`src/rtl/framer_pkg.sv`:
```
// Package: shared constants for the burst framer.
// Holds the fixed header pattern (preamble followed by sync word).
// Assumes byte indices below HDR_BYTES address the header.
package framer_pkg;

    localparam int unsigned PRE_BYTES  = 8;
    localparam int unsigned SYNC_BYTES = 5;
    localparam int unsigned HDR_BYTES  = PRE_BYTES + SYNC_BYTES;

    // Returns the raw header byte at a given byte index of the burst.
    function automatic logic [7:0] hdr_byte(input int unsigned idx);
        logic [7:0] v;
        case (idx)
            0, 1, 2:       v = 8'h55;
            3, 4, 5, 6:    v = 8'h00;
            7:             v = 8'h0A;
            8:             v = 8'h07;
            9:             v = 8'h09;
            10:            v = 8'h2A;
            11:            v = 8'h44;
            12:            v = 8'h6F;
            default:       v = 8'h00;
        endcase
        return v;
    endfunction

endpackage

```
`src/rtl/framer_sequencer.sv`:
```
// Module: framer_sequencer
// Tracks the burst: busy level, bit position and the done pulse.
// Assumes start is only honoured while idle; a step advances one bit.
module framer_sequencer #(
    parameter int unsigned TOTAL_BITS = 216,
    localparam int unsigned CNT_W     = $clog2(TOTAL_BITS)
) (
    input  logic             clk,
    input  logic             rst_n,
    input  logic             start_i,
    input  logic             bit_en_i,
    output logic             go_o,
    output logic             step_o,
    output logic [CNT_W-1:0] bit_cnt_o,
    output logic             busy_o,
    output logic             done_o
);

    logic             busy_q;
    logic             done_q;
    logic [CNT_W-1:0] cnt_q;

    assign go_o   = start_i & ~busy_q;
    assign step_o = busy_q & bit_en_i;

    // Advance the bit counter and raise done with the final bit.
    always_ff @(posedge clk) begin
        if (!rst_n) begin
            busy_q <= 1'b0;
            done_q <= 1'b0;
            cnt_q  <= '0;
        end else begin
            done_q <= 1'b0;
            if (go_o) begin
                busy_q <= 1'b1;
                cnt_q  <= '0;
            end else if (step_o) begin
                if (cnt_q == CNT_W'(TOTAL_BITS - 1)) begin
                    busy_q <= 1'b0;
                    done_q <= 1'b1;
                    cnt_q  <= '0;
                end else begin
                    cnt_q <= cnt_q + 1'b1;
                end
            end
        end
    end

    assign bit_cnt_o = cnt_q;
    assign busy_o    = busy_q;
    assign done_o    = done_q;

endmodule

```
`src/rtl/framer_stager.sv`:
```
// Module: framer_stager
// Single-byte payload buffer with a per-burst slot budget.
// A claim takes the buffered byte for the next payload slot; if the
// buffer is empty the slot is sent as zero and an underrun is flagged.
module framer_stager #(
    parameter int unsigned PAYLOAD_BYTES = 14,
    localparam int unsigned REM_W        = $clog2(PAYLOAD_BYTES + 1)
) (
    input  logic       clk,
    input  logic       rst_n,
    input  logic       go_i,
    input  logic       busy_i,
    input  logic       claim_i,
    input  logic [7:0] data_i,
    input  logic       valid_i,
    output logic       ready_o,
    output logic [7:0] slot_byte_o,
    output logic [7:0] held_o,
    output logic       underrun_o
);

    logic [7:0]       buf_q;
    logic             full_q;
    logic [REM_W-1:0] rem_q;
    logic [7:0]       held_q;
    logic             under_q;
    logic             take;
    logic             miss;

    assign ready_o     = busy_i & ~full_q & (rem_q != '0);
    assign take        = ready_o & valid_i;
    assign miss        = claim_i & ~full_q;
    assign slot_byte_o = full_q ? buf_q : 8'h00;

    // Hold the buffer, the slot budget and the byte being serialised.
    always_ff @(posedge clk) begin
        if (!rst_n) begin
            buf_q   <= '0;
            full_q  <= 1'b0;
            rem_q   <= '0;
            held_q  <= '0;
            under_q <= 1'b0;
        end else begin
            under_q <= miss;
            if (go_i) begin
                full_q <= 1'b0;
                rem_q  <= REM_W'(PAYLOAD_BYTES);
            end else begin
                rem_q <= rem_q - REM_W'(take) - REM_W'(miss);
                if (take) begin
                    buf_q  <= data_i;
                    full_q <= 1'b1;
                end else if (claim_i) begin
                    full_q <= 1'b0;
                end
                if (claim_i) begin
                    held_q <= slot_byte_o;
                end
            end
        end
    end

    assign held_o     = held_q;
    assign underrun_o = under_q;

endmodule

```
`src/rtl/diff_encoder.sv`:
```
// Module: diff_encoder
// Inverted transition encoder: emits 1 when the raw bit repeats,
// 0 when it changes. Previous-bit memory persists across bytes.
module diff_encoder (
    input  logic clk,
    input  logic rst_n,
    input  logic clear_i,
    input  logic step_i,
    input  logic raw_i,
    output logic enc_o
);

    logic prev_q;
    logic enc_q;

    // Update the encoded bit and remember the raw bit on each step.
    always_ff @(posedge clk) begin
        if (!rst_n) begin
            prev_q <= 1'b0;
            enc_q  <= 1'b0;
        end else if (clear_i) begin
            prev_q <= 1'b0;
            enc_q  <= 1'b0;
        end else if (step_i) begin
            enc_q  <= ~(raw_i ^ prev_q);
            prev_q <= raw_i;
        end
    end

    assign enc_o = enc_q;

endmodule

```
`src/rtl/burst_framer.sv`:
```
// Module: burst_framer (top)
// Serialises header then payload MSB first through the differential
// encoder, one bit per paced step. Assumes the caller paces bit_en_i.
module burst_framer #(
    parameter int unsigned PAYLOAD_BYTES = 14,
    localparam int unsigned TOTAL_BYTES  = framer_pkg::HDR_BYTES + PAYLOAD_BYTES,
    localparam int unsigned TOTAL_BITS   = TOTAL_BYTES * 8,
    localparam int unsigned CNT_W        = $clog2(TOTAL_BITS)
) (
    input  logic       clk,
    input  logic       rst_n,
    input  logic       start_i,
    input  logic       bit_en_i,
    input  logic [7:0] byte_data_i,
    input  logic       byte_valid_i,
    output logic       byte_ready_o,
    output logic       tx_bit_o,
    output logic       busy_o,
    output logic       done_o,
    output logic       underrun_o
);

    logic             go;
    logic             step;
    logic [CNT_W-1:0] bit_cnt;
    logic             busy;
    logic             done;
    logic [CNT_W-4:0] byte_idx;
    logic [2:0]       bit_pos;
    logic             in_payload;
    logic             claim;
    logic [7:0]       hdr_val;
    logic [7:0]       slot_byte;
    logic [7:0]       held;
    logic             raw;
    logic             enc;

    framer_sequencer #(.TOTAL_BITS(TOTAL_BITS)) u_seq (
        .clk      (clk),
        .rst_n    (rst_n),
        .start_i  (start_i),
        .bit_en_i (bit_en_i),
        .go_o     (go),
        .step_o   (step),
        .bit_cnt_o(bit_cnt),
        .busy_o   (busy),
        .done_o   (done)
    );

    assign byte_idx   = bit_cnt[CNT_W-1:3];
    assign bit_pos    = bit_cnt[2:0];
    assign in_payload = int'(byte_idx) >= int'(framer_pkg::HDR_BYTES);
    assign claim      = step & in_payload & (bit_pos == 3'd0);
    assign hdr_val    = framer_pkg::hdr_byte(int'(byte_idx));

    framer_stager #(.PAYLOAD_BYTES(PAYLOAD_BYTES)) u_stage (
        .clk        (clk),
        .rst_n      (rst_n),
        .go_i       (go),
        .busy_i     (busy),
        .claim_i    (claim),
        .data_i     (byte_data_i),
        .valid_i    (byte_valid_i),
        .ready_o    (byte_ready_o),
        .slot_byte_o(slot_byte),
        .held_o     (held),
        .underrun_o (underrun_o)
    );

    // Pick the raw bit for the current position, MSB first.
    always_comb begin
        if (!in_payload) begin
            raw = hdr_val[3'd7 - bit_pos];
        end else if (bit_pos == 3'd0) begin
            raw = slot_byte[7];
        end else begin
            raw = held[3'd7 - bit_pos];
        end
    end

    diff_encoder u_enc (
        .clk    (clk),
        .rst_n  (rst_n),
        .clear_i(go),
        .step_i (step),
        .raw_i  (raw),
        .enc_o  (enc)
    );

    assign tx_bit_o = enc & (busy | done);
    assign busy_o   = busy;
    assign done_o   = done;

endmodule

```
`config.mk`:
```
export PLATFORM = sky130hd
export DESIGN_NAME = burst_framer
export DESIGN_NICKNAME = d
export VERILOG_FILES = /design/src/rtl/framer_pkg.sv /design/src/rtl/framer_sequencer.sv /design/src/rtl/framer_stager.sv /design/src/rtl/diff_encoder.sv /design/src/rtl/burst_framer.sv
export SDC_FILE = /design/constraint.sdc
export NUM_CORES = 1
export LEC_CHECK = 0
export CAP_MARGIN = 20
export CORE_ASPECT_RATIO = 1.2
export CORE_UTILIZATION = 53
export CTS_BUF_LIST = sky130_fd_sc_hd__clkbuf_8
export DETAILED_ROUTE_END_ITERATION = 8
export PLACE_DENSITY = 0.84
export SLEW_MARGIN = 20
export SYNTH_ARGS = -nofsm -noshare
export SYNTH_HDL_FRONTEND = slang
export SYNTH_SLANG_ARGS = --single-unit
```
`constraint.sdc`:
```
create_clock -name clk -period 2.67 [get_ports clk]
set_input_delay 0.534 -clock clk [delete_from_list [all_inputs] [get_ports clk]]
set_output_delay 0.534 -clock clk [all_outputs]
set_load 0.05 [all_outputs]
```
==> impl_metrics.py <==
metrics = {
    "outcome": {
        "outcome": "finished clean",
    },
    "timing": {
        "fmax_mhz": 400,
        "slew-limit-headroom_pct": 55.6,
        "fin_crit_ns": 2.50,
        "timing.hold.ws_ns": 0.459,
        "hold_violations": 0,
        "period_share_pct": 93.5,
        "tightestPinTransition_ns": 0.665,
        "setup_viol": 0,
        "skew_ns": 0.00221,
        "rsz0062_at_grt": "no",
        "maxSlewViolCount": 0,
    },
    "cells_and_area": {
        "n_fill_cell": 296,
        "layout-drive-gt1-share_pct": 17.2,
        "n_antenna_cell": 0,
        "final_cell_mix": "dfxtp_1 (40), nand2_1 (22), nor2_1 (19)",
        "syn_to_final_growth_pct": 22.5,
        "final_util_pct": 67.6,
        "nets": 271,
        "layout_commonest_cell": "dfxtp_1",
    },
    "logic_synthesis": {
        "netlist_area_um2": 2010,
        "synth.area.top_cells": "dfxtp_1 (41%), mux2i_1 (6.5%), ha_1 (5.0%)",
        "syn_nets": 245,
        "post-synth-top-area-fraction_pct": 40.9,
        "postSynthAreaPerCell_um2": 8.99,
        "synthCells": 223,
        "synth_seq_cells": 41,
        "async_reset_ff_share_pct": 0,
        "synth_top_area_cell": "dfxtp_1",
        "synth_cell_types": 54,
        "seq_area_frac_synth_pct": 40.9,
        "synth_ff_type": "dfxtp_1",
        "yosysWarningCount": 0,
        "synth-edff-count": 0,
    },
    "placed_design": {
        "gp_congestion": 0.796,
        "dp_hpwl_um": 2970,
        "place.port_buffers": 17,
    },
    "power_and_ir_drop": {
        "p_leak_nw": 1.02,
        "peakVddDrop_uv": 280,
        "power_density_nw_per_um2": 535,
    },
    "global_route": {
        "grt-ovfl-total": 0,
        "grt_pass1_vias": 1653,
        "antenna_found_initial": 0,
        "grt_start_max_net_pins": 22,
        "grt_use_total_pct": 22.6,
        "grt_pass1_wl_um": 7140,
    },
    "hold_path": {
        "worstHoldPathType": "flip-flop to flip-flop",
        "hold_path.startpoint": "u_stage.held_o[3]",
        "min_path_cells": 2,
    },
    "critical_path": {
        "r2r_cells": 10,
        "slowest_delay_ns": 0.53,
        "path_max_fanout": 5,
        "worstSetupStartpoint": "u_seq.bit_cnt_o[4]",
        "critPathCaptureType": "flip-flop",
        "critPathRequiredTime_ns": 2.82,
        "timing_worst_setup_path_type": "flip-flop to flip-flop",
        "crit_chain": "or2_2 -> a31oi_2 -> nor4b_4 -> nand2b_1 -> fa_1 -> inv_1 -> ha_1 -> nor4_2 -> xnor2_1 -> a21oi_1",
        "crit_arrival_ns": 2.65,
        "startpoint_type": "flip-flop",
        "reg2reg_from": "u_seq.bit_cnt_o[4]",
        "cp_slowest_cell": "fa_1",
    },
    "floorplan": {
        "core-area_um2": 3630,
        "fp.dieW_um": 58.2,
        "rows": 24,
        "num_io_pins": 18,
        "start_util_pct": 55.2,
        "die_area_um2": 4040,
        "die_y_um": 69.4,
    },
    "cts": {
        "cts_buffers": 5,
        "clkLatencyLatePin_ns": 0.29,
        "clock_sinks": 41,
        "root_buffer": "clkbuf_8",
        "path_clk_slew_ns": 0.08,
        "cts_tree": "yes",
        "clock_path_buffers": 2,
        "cts_max_level": 2,
    },
    "route": {
        "wl_per_cell_um": 13.6,
        "dr.pass1.iters": 5,
        "totalWireLength_um": 4110,
        "drc_errors": 0,
        "avgViaCountPerCell": 5.46,
        "first_iter_violations": 68,
        "final_antenna_net_count": 0,
        "num_vias": 1648,
    },
    "run": {
        "maxCapViolations": 0,
    },
}
[worst paths after layout]
kind | slack, ns | to
setup / recovery | 0.17 | u_stage.rem_q[3]
hold / removal | 0.46 | u_stage.held_o[3]
setup reg to reg | 0.17 | u_stage.rem_q[3]
hold reg to reg | 0.46 | u_stage.held_o[3]
[report_power, final]
group / switching (mW) / leakage [nW] / internal (mW)
registers: 0.0166 / 0.333 / 0.629
clock network: 0.218 / 0.0574 / 0.304
logic: 0.0751 / 0.630 / 0.0712
[per-stage QoR]
step	power (mW)	cells	cell area [µm²]	TNS [ns]	setup WS, ns
finish	1.31	302	2460	0	0.172
global route	1.37	302	2460	0	0.0233
CTS	1.33	302	2450	0	0.0401
detailed placement	0.805	294	2330	-0.243	-0.243
global placement	0.800	294	2330	-0.163	-0.163
floorplan	0.755	223	2040	0	0.0177
[layout make-up]
| cell class | count | area [µm²] | share of cell area (%) |
|---|---|---|---|
| multi-input combinational | 158 | 1120 | 45.7 |
| sequential | 41 | 825 | 33.6 |
| timing repair buffer | 31 | 278 | 11.3 |
| clock buffer | 6 | 82.6 | 3.36 |
| tap | 52 | 65.1 | 2.65 |
| inverter | 12 | 45.0 | 1.83 |
| clock inverter | 2 | 37.5 | 1.53 |
[cells by family (layout without fill, tap and decap cells)]
group / count (synthesis) / count (layout) / share of synthesized area (%)
multiplexers: 16 / 16 / 8.36
AND/OR/NAND/NOR: 86 / 86 / 22.8
adder cells (fa/ha/maj): 9 / 9 / 5.99
AO/OA/AOI/OAI: 37 / 37 / 12.1
buffers and inverters: 24 / 51 / 5.05
flip-flops: 41 / 41 / 40.9
XOR/XNOR: 10 / 10 / 4.74
[cell usage after synthesis, types with 2 or more instances]
| library cell | number |
|---|---|
| inv_1 | 11 |
| nor3_1 | 2 |
| mux2_2 | 2 |
| nand2b_1 | 4 |
| clkbuf_1 | 5 |
| nor2b_1 | 3 |
| dfxtp_1 | 41 |
| ha_1 | 8 |
| or3_1 | 3 |
| or2_2 | 2 |
| buf_2 | 5 |
| a21oi_1 | 15 |
| xor2_1 | 2 |
| xnor2_1 | 7 |
| nand2_1 | 23 |
| nand3_1 | 14 |
| nor2_1 | 19 |
| o21ai_0 | 3 |
| o22ai_1 | 2 |
| mux2i_1 | 13 |
| nor4_1 | 4 |
| a31oi_1 | 2 |
| a221oi_1 | 2 |
[per-layer routing]
layer / GRT usage (%) / share of wire, % / vias up
li1: - / - / 825
met1: 25.8 / 44 / 781
met2: 38.3 / 50 / 30
met3: 6.90 / 3.2 / 12
met4: 9.52 / 2.2 / 0
met5: 0 / 0 / -
[critical path: cells and delay by family (launching register included)]
family | cells | cell delay [ns]
adders and majority gates | 2 | 0.71
AOI/OAI and AO/OA | 2 | 0.25
buffers and inverters | 1 | 0.05
DFF | 1 | 0.39
and+or+nand+nor | 4 | 0.82
xor gates and xnor gates | 1 | 0.15
[what timing repair did]
action / in CTS / in global routing
resized for setup: 0 / 2
endpoints found under the hold margin: 0 / 0
hold buffers: 0 / 0
buffers inserted: 0 / 0
setup endpoints to repair: 0 / 1
No activity file was read; power rests on OpenSTA's default activity.
